$ cat config.mk
export PLATFORM = sky130hd
export DESIGN_NAME = sec_countdown_alarm
export DESIGN_NICKNAME = d
export VERILOG_FILES = /design/src/rtl/sec_countdown_alarm.sv
export SDC_FILE = /design/constraint.sdc
export NUM_CORES = 1
export LEC_CHECK = 0
export ABC_CLOCK_PERIOD_IN_PS = 2900
export BUFFER_PORTS_ARGS = -buffer_cell sky130_fd_sc_hd__buf_4
export CORE_UTILIZATION = 35
export DETAILED_ROUTE_END_ITERATION = 6
export PLACE_DENSITY_LB_ADDON = 0.15
export SYNTH_ARGS = -nofsm -noshare
export SYNTH_HDL_FRONTEND = slang
export SYNTH_SLANG_ARGS = --single-unit
$ cat constraint.sdc
create_clock -name clk -period 2.9 [get_ports clk]
set_input_delay 0.87 -clock clk [delete_from_list [all_inputs] [get_ports clk]]
set_output_delay 0.87 -clock clk [all_outputs]
set_load 0.01 [all_outputs]
$ cat src/rtl/sec_countdown_alarm.sv
module sec_countdown_alarm #(
  parameter int AW = 8,
  parameter int CW = 32
) (
  input  logic          clk,
  input  logic          rst_n,
  input  logic          tick_1hz,
  input  logic          wr_en,
  input  logic [AW-1:0] addr,
  input  logic [CW-1:0] wr_data,
  output logic [CW-1:0] rd_data,
  output logic          irq,
  output logic          wake
);
  localparam logic [AW-1:0] A_LOAD = AW'('h20);
  localparam logic [AW-1:0] A_LEFT = AW'('h24);
  localparam logic [AW-1:0] A_RUN  = AW'('h28);
  localparam logic [AW-1:0] A_IEN  = AW'('h2C);
  localparam logic [AW-1:0] A_STAT = AW'('h30);
  localparam logic [AW-1:0] A_WKEN = AW'('h50);
  localparam logic [CW-1:0] ONE    = CW'(1);

  logic [CW-1:0] count;
  logic run, ien, wken, pend;

  logic load, step, expire, clr;
  assign load   = wr_en && (addr == A_LOAD);
  assign step   = tick_1hz && run && (count != '0) && !load;
  assign expire = step && (count == ONE);
  assign clr    = wr_en && (addr == A_STAT) && wr_data[0];

  always_ff @(posedge clk or negedge rst_n) begin
    if (!rst_n) begin
      count <= '0;
      run   <= 1'b0;
      ien   <= 1'b0;
      wken  <= 1'b0;
      pend  <= 1'b0;
    end else begin
      if (load)      count <= wr_data;
      else if (step) count <= count - ONE;
      if (wr_en && addr == A_RUN)  run  <= wr_data[0];
      if (wr_en && addr == A_IEN)  ien  <= wr_data[0];
      if (wr_en && addr == A_WKEN) wken <= wr_data[0];
      if (expire)   pend <= 1'b1;
      else if (clr) pend <= 1'b0;
    end
  end

  always_comb begin
    rd_data = '0;
    case (addr)
      A_LOAD, A_LEFT: rd_data = count;
      A_RUN:          rd_data = CW'(run);
      A_IEN:          rd_data = CW'(ien);
      A_STAT:         rd_data = CW'(pend);
      A_WKEN:         rd_data = CW'(wken);
      default:        rd_data = '0;
    endcase
  end

  assign irq  = pend & ien;
  assign wake = irq & wken;
endmodule


---- Yosys cells after proc, flatten, opt, wreduce, memory -nomap -nowiden ----
Index checks and enable logic that the tools add are counted.
word-level totals
  register bits ........................... 36
  logic and storage cells ................. 35
  input bits .............................. 44
operators by class
  reductions and logical operators ........ 15
  $add $sub $neg .......................... 1
  bitwise operators ....................... 2
  eq/ne operators ......................... 7
  muxes and demuxes ....................... 5
operator list
  operator                                              count
  case mux 32 bit (5 select lines)                      1
  two-way mux 32 bit                                    2
  equality test 8 x 6 -> 1 bit, second input constant   5
  equality test 32 x 1 -> 1 bit, second input constant  1
  nonzero test 32 bit                                   1
  subtractor 32 x 1 -> 32 bit, second input constant    1
  logical AND 1 bit                                     10
  equality test 8 x 7 -> 1 bit, second input constant   1
  nonzero test 2 bit                                    2
  bitwise AND 1 bit                                     2
  two-way mux 1 bit                                     2
  OR reduction 2 bit                                    1
  zero test 1 bit                                       1

---- Depth between registers and ports, before layout ----
Gate-level depths: netlist of run 1.
  depth after elaboration ................. 6
  gate-level depth with buffers ........... 10
  depth with buffers taken out ............ 8

---- Least setup slack after synthesis of run 1 ----
Ideal clock, no wire load.
  kind .................................... in2out
  from .................................... input port addr[1]
  to ...................................... output port rd_data[10]
  stages on the path ...................... 4
  required time ........................... 2.030 ns
  arrival ................................. 2.051 ns
  buffers on the path ..................... 1
  slack ................................... -0.021 ns
  cell sequence ........................... or3_1 nor4_1 clkbuf_1 and2_1
on the way
  cells in the longest elaborated chain, start to end .. 3
  elaborated cells between the ends (all ways) .. 8
RTL lines
  what                                  RTL line  source
  start, declared                       9         input logic [AW-1:0] addr,
  equality test 8 x 6 -> 1 bit          52        case (addr)
  OR reduction 2 bit                    52
  case mux 32 bit (5 select lines) (*)  52
  end, declared                         11        output logic [CW-1:0] rd_data,
Mark *: on every way between the ends. The rest lies on a longest branch, timed or not.

---- Worst setup path after layout of run 1 ----
  from .................................... input port addr[1]
  to ...................................... output port rd_data[6]
Same word-level chain as after synthesis.

==> flow_metrics.env, run 1 <==
export IMPL_cts_root_buf="clkbuf_8"
export IMPL_post_synth_top_area_cell="dfrtp_1"
export IMPL_maxCapViolCount=0
export IMPL_worstPathRequired_ns=2.03
export IMPL_dp_hpwl_mm=4.61
export IMPL_cp_top_family="simple AND/OR/NAND/NOR gates"
export IMPL_drive_above_1_share_pct=39.7
export IMPL_finalNonFillerCells=445
export IMPL_violations="setup timing"
export IMPL_start_util_pct=37.1
export IMPL_dp_cells=433
export IMPL_place_port_buffers=77
export IMPL_synth_enable_flop_cells=0
export IMPL_first_pass_iters=4
export IMPL_fin_nets=414
export IMPL_ys_seq_area_share_pct=37.2
export IMPL_p_leak_nw=1.56
export IMPL_setup_viol=31
export IMPL_cp_arrival_ns=2.17
export IMPL_cp_common_cell="buf_6"
export IMPL_crit_path_start_kind="primary input"
export IMPL_yosysTopAreaCellShare_pct=37.2
export IMPL_critPathKind="primary input to output pin"
export IMPL_outcome="finished with violations"
export IMPL_critical_path_cell_chain="buf_6 > or3_4 > nor4_4 > buf_6 > buf_6 > and2_4 > buf_6"
export IMPL_insertion_delay_ns=0.29
export IMPL_holdWs_ns=0.535
export IMPL_die_area_sq_um=7260
export IMPL_drtAntennaViolNets=0
export IMPL_cts_sinks=36
export IMPL_drc=0
export IMPL_cp_slowest_cell="or3_4"
export IMPL_relSlewSlack_pct=66.0
export IMPL_rsz0062_at_grt="true"
export IMPL_place_area_sq_um=3140
export IMPL_synth_area_leaders="dfrtp_1 (37%), and2_1 (8.8%), xnor2_1 (7.6%), nand2_1 (4.8%), nor2_1 (2.9%)"
export IMPL_endpoint_kind="output pin"
export IMPL_hold_path_class="primary input to asynchronous set/reset pin"
export IMPL_num_antenna_cells=0
export IMPL_drtIter0Drc=52
export IMPL_die_w_um=85.2
export IMPL_grt_total_usage_pct=18.9
export IMPL_first_global_vias=2237
export IMPL_crit_buf_inv=4
export IMPL_fin_ws_ns=-0.135
export IMPL_numCtsBuffers=5
export IMPL_synth_net_count=328
export IMPL_grt_pass1_wl_mm=10.8
export IMPL_area_growth_syn_to_layout_pct=43.0
export IMPL_ios=78
export IMPL_grt_max_degree=49
export IMPL_max_stage_delay_ns=0.39
export IMPL_vias=2291
export IMPL_clockBufferDepth=2
export IMPL_max_freq_mhz=329
export IMPL_htreeDepth=2
export IMPL_peakVddDrop_v=0.000223
export IMPL_layout_min_cycle_time_ns=3.04
export IMPL_vias_per_cell=5.15
export IMPL_fp_row_count=29
export IMPL_fill_cells=631
export IMPL_hold_viol=0
export IMPL_syn_avg_cell_area_sq_um=8.59
export IMPL_wl_mm=6.47
export IMPL_grt_overflow_total=0
export IMPL_synth_main_ff_cell="dfrtp_1"
export IMPL_final_max_slew_viol_count=0
export IMPL_core_area_sq_um=6530
export IMPL_wl_per_cell_um=14.5
export IMPL_die_h_um=85.2
export IMPL_final_area_sq_um=3460
export IMPL_power_density_nw_per_um2=489
export IMPL_antenna_found_initial=0
export IMPL_finalCritPeriodShare_pct=105
export IMPL_place_gp_congestion=0.777
export IMPL_post_route_util_pct=53.0
export IMPL_clk_pin_slew_ns=0.07
export IMPL_synth_cell_types=46
export IMPL_yosysWarnings=0
export IMPL_ys_seq_elements=36
export IMPL_power_total_mw=1.69
export IMPL_cp_max_fo=6
export IMPL_synthCells=282
export IMPL_async_reset_ff_share_pct=100
export IMPL_fin_worst_skew_ns=0.00635
export IMPL_syn_area_sq_um=2420
export IMPL_cts_tree="done"
export IMPL_tightest_slew_ns=0.505
export IMPL_hold_buffers=0
==> per-stage QoR <==
step / setup WS [ns] / TNS, ns
after floorplan: 0.0555 / 0
after CTS: -0.154 / -4.43
after detailed placement: -0.210 / -5.04
after global placement: -0.195 / -4.56
final: -0.135 / -3.52
after global routing: -0.207 / -6.01
==> cell families after synthesis <==
logic type | after synthesis | synth area share (%)
buf+inv | 17 | 3.10
mux | 4 | 1.81
simple gates | 150 | 35.4
compound gates | 46 | 11.7
xor+xnor | 27 | 9.76
flops | 36 | 37.2
fa+ha+maj | 2 | 1.03
==> routing by layer <==
layer / global-route usage [%] / vias to the layer above / wire length (um) / share of wire [%]
met5: 0 / - / 0 / 0
li1: - / 1159 / - / -
met2: 30.6 / 58 / 2980 / 46
met1: 25.8 / 1066 / 3130 / 48
met4: 5.24 / 0 / 85 / 1.3
met3: 3.79 / 8 / 278 / 4.3
==> sequential cells by signal, indices dropped and copies added, names as in the netlist <==
register  flops
count        32
ien           1
pend          1
run           1
wken          1
==> cell usage in the layout, fill, tap and decap left out, drive strengths merged, types with 3 or more instances in the layout <==
cell type,count
buf,93
dfrtp,36
and2,34
nand2,31
o21ai,25
xnor2,21
nor2,19
nor3,16
nand3,10
nor4,8
a21oi,7
xor2,6
or3,6
clkbuf,6
nand4,5
or4,5
nor3b,5
inv,3
a31oi,3
mux2,3
==> worst paths after layout <==
check / startpoint / end / slack [ns] / cells past startpoint
min in group clk: wken / wken / 0.54 / 1
max in group asynchronous: rst_n / count[28] / 2.04 / 1
min reg2reg: wken / wken / 0.54 / 1
max: addr[1] / rd_data[6] / -0.14 / 7
min: rst_n / count[8] / 0.54 / 1
max reg2reg: count[16] / count[17] / 0.48 / 7
==> final cells by class <==
cell class | instances | area, sq um | area share, %
multi-input combinational | 229 | 1540 | 44.3
sequential | 36 | 901 | 26.0
timing repair buffer | 93 | 843 | 24.3
tap | 77 | 96.3 | 2.78
clock buffer | 6 | 72.6 | 2.09
inverter | 3 | 11.3 | 0.325
clock inverter | 1 | 5.00 | 0.144
==> what timing repair did <==
action                                  CTS  global route
endpoints found under the setup margin   32            32
cloned                                    3             1
pin swaps                                 3             2
setup buffers                             1             0
resized for setup                        47            19
==> power breakdown <==
group          internal [mW]  switching (mW)  total [mW]
Combinational          0.303           0.321       0.624
Clock                  0.164           0.181       0.344
Sequential             0.597           0.129       0.725
==> Yosys cell counts, types with 3 or more instances <==
master    number
nor3b_1        3
dfrtp_1       36
xnor2_1       21
clkbuf_1       9
buf_2          3
o21ai_0       10
nand2_1       31
inv_1          3
nor2_1        19
a31oi_1        3
nor3_2         7
or3_1          6
or4_1          3
nor3_1         9
nand4_1        5
nand3_1       10
xor2_1         6
mux2_2         3
and2_1        34
nor4_1         8
a21oi_1        7
o21ai_1       14
Note: power is estimated with default switching activity, not from simulation.
==> run 2, diff against run 1 <==
--- a/config.mk
+++ b/config.mk
@@ -10,6 +10,7 @@
 export CORE_UTILIZATION = 35
 export DETAILED_ROUTE_END_ITERATION = 6
 export PLACE_DENSITY_LB_ADDON = 0.15
+export SETUP_SLACK_MARGIN = 0.4
 export SYNTH_ARGS = -nofsm -noshare
 export SYNTH_HDL_FRONTEND = slang
 export SYNTH_SLANG_ARGS = --single-unit
==> run 2 against run 1 <==
The run still ends with setup timing left; clock power is 9.0% higher; count of clock-buffer cells in the layout is 2 higher; cell area is 3.8% lower; critical path depth is 1 lower; combinational power is 1% higher; die area stayed put; worst setup slack better by 0.028 ns; clock skew hardly changed; hold slack worse by 0.0010 ns; sequential power is 0.6% higher; cell count is 0.67% lower.
==> flow_metrics.env, run 2 (synthesis gave the netlist of run 1 again) <==
export IMPL_regArea_sq_um=901
export IMPL_routed_top_layer="met4"
export IMPL_cts_root_buf="clkbuf_8"
export IMPL_p_sw_uw=638
export IMPL_cp_max_fo=31
export IMPL_power_density_nw_per_um2=521
export IMPL_cts_sinks=36
export IMPL_numCtsBuffers=5
export IMPL_place_port_buffers=77
export IMPL_post_route_util_pct=51.0
export IMPL_tns_ns=-2.27
export IMPL_seqPwrFrac_pct=42.0
export IMPL_core_area_sq_um=6530
export IMPL_p_int_mw=1.10
export IMPL_area_growth_syn_to_layout_pct=37.5
export IMPL_finalCritPeriodShare_pct=104
export IMPL_vias_per_cell=5.08
export IMPL_rr_startpoint="count[8]"
export IMPL_top_register="count"
export IMPL_p_clk_share_pct=21.6
export IMPL_fin_nets=410
export IMPL_final_max_slew_viol_count=0
export IMPL_drtAntennaViolNets=0
export IMPL_clk_pin_slew_ns=0.08
export IMPL_max_freq_mhz=333
export IMPL_drc=0
export IMPL_fill_cells=648
export IMPL_fin_worst_skew_ns=0.00614
export IMPL_relSlewSlack_pct=67.2
export IMPL_clockBufferDepth=2
export IMPL_wl_per_cell_um=14.1
export IMPL_start_util_pct=37.1
export IMPL_fp_row_count=29
export IMPL_critPathKind="primary input to output pin"
export IMPL_violations="setup timing"
export IMPL_first_pass_iters=4
export IMPL_r2r_end="count[31]"
export IMPL_hold_path_class="primary input to asynchronous set/reset pin"
export IMPL_first_global_vias=2187
export IMPL_layout_commonest_cell="buf_4"
export IMPL_endpoint_kind="output pin"
export IMPL_die_h_um=85.2
export IMPL_wl_met3_um=283
export IMPL_num_antenna_cells=0
export IMPL_largest_reg_flops=32
export IMPL_final_cell_mix="buf_4 (78), dfrtp_1 (36), nand2_1 (31)"
export IMPL_fin_ws_ns=-0.107
export IMPL_htreeDepth=2
export IMPL_outcome="finished with violations"
export IMPL_grt_pass1_wl_mm=10.5
export IMPL_hold_viol=0
export IMPL_die_w_um=85.2
export IMPL_dp_hpwl_mm=4.56
export IMPL_swShare_pct=36.8
export IMPL_cts_tree="done"
export IMPL_antenna_found_initial=0
export IMPL_multiInputGateArea_sq_um=1510
export IMPL_layout_min_cycle_time_ns=3.01
export IMPL_worstPathRequired_ns=2.03
export IMPL_p_leak_nw=1.50
export IMPL_share_comb_of_total_power_pct=36.4
export IMPL_peakVddDrop_v=0.000238
export IMPL_power_total_mw=1.74
export IMPL_ios=78
export IMPL_crit_path_start_kind="primary input"
export IMPL_vias=2244
export IMPL_maxCapViolCount=0
export IMPL_wl_met1_mm=3.01
export IMPL_grt_total_usage_pct=18.3
export IMPL_wl_mm=6.24
export IMPL_drive_above_1_share_pct=34.2
export IMPL_insertion_delay_ns=0.29
export IMPL_setup_viol=31
export IMPL_grt_max_degree=37
export IMPL_met2_length_mm=2.89
export IMPL_place_gp_congestion=0.787
export IMPL_grt_overflow_total=0
export IMPL_rsz0062_at_grt="true"
export IMPL_reg2reg_depth=6
export IMPL_drtIter0Drc=69
export IMPL_tightest_slew_ns=0.491
export IMPL_ff2ff_setup_slack_ns=0.55
export IMPL_die_area_sq_um=7260
export IMPL_cp_arrival_ns=2.14
run 2: metal layers:
layer,up-vias,GRT usage [%]
met5,-,0
met4,0,4.62
met3,6,3.70
met2,54,29.8
met1,1032,25.1
li1,1152,-
run 2: cell type report:
type	instances	share of cell area (%)
Clock buffer	8	2.70
Inverter	3	0.338
Multi-Input combinational cell	229	45.2
Sequential cell	36	27.0
Tap cell	77	2.89
Timing Repair Buffer	89	21.8
run 2: power groups by stage:
stage | combinational (mW) | clock [mW] | sequential, mW
global placement | 0.613 | 0 | 0.733
floorplan | 0.471 | 0 | 0.696
CTS | 0.633 | 0.383 | 0.724
detailed placement | 0.624 | 0 | 0.733
global route | 0.713 | 0.401 | 0.751
finish | 0.632 | 0.375 | 0.729
run 2: metrics by stage:
step | instances | cell area [sq um] | hold WS [ns] | setup WS [ns]
finish | 442 | 3330 | 0.534 | -0.107
global route | 442 | 3330 | 0.566 | -0.146
CTS | 442 | 3320 | 0.537 | -0.0969
detailed placement | 432 | 3170 | 0.521 | -0.112
global placement | 432 | 3170 | 0.514 | -0.111
floorplan | 282 | 2460 | 0.488 | 0.141
run 2: repair_timing:
item | in CTS | in global routing
buffers inserted | 2 | 0
hold buffers | 0 | 0
hold endpoints to repair | 0 | 0
resized for setup | 11 | 4
setup endpoints to repair | 32 | 47
pin swaps | 2 | 2
run 2: worst max-delay path by stage:
| stage | startpoint | end | depth (start not counted) |
|---|---|---|---|
| after floorplan | addr[1] | rd_data[0] | 4 |
| after global placement | addr[1] | rd_data[31] | 6 |
| after detailed placement | addr[1] | rd_data[31] | 6 |
| after CTS | addr[1] | rd_data[31] | 6 |
| after global routing | addr[1] | rd_data[31] | 6 |
| final | addr[1] | rd_data[31] | 6 |
run 2: worst max-delay path, cell delays in order:
cell	delay, ns
buf_6	0.09
or3_4	0.40
nor4_4	0.27
buf_12	0.21
and2_1	0.17
buf_4	0.12
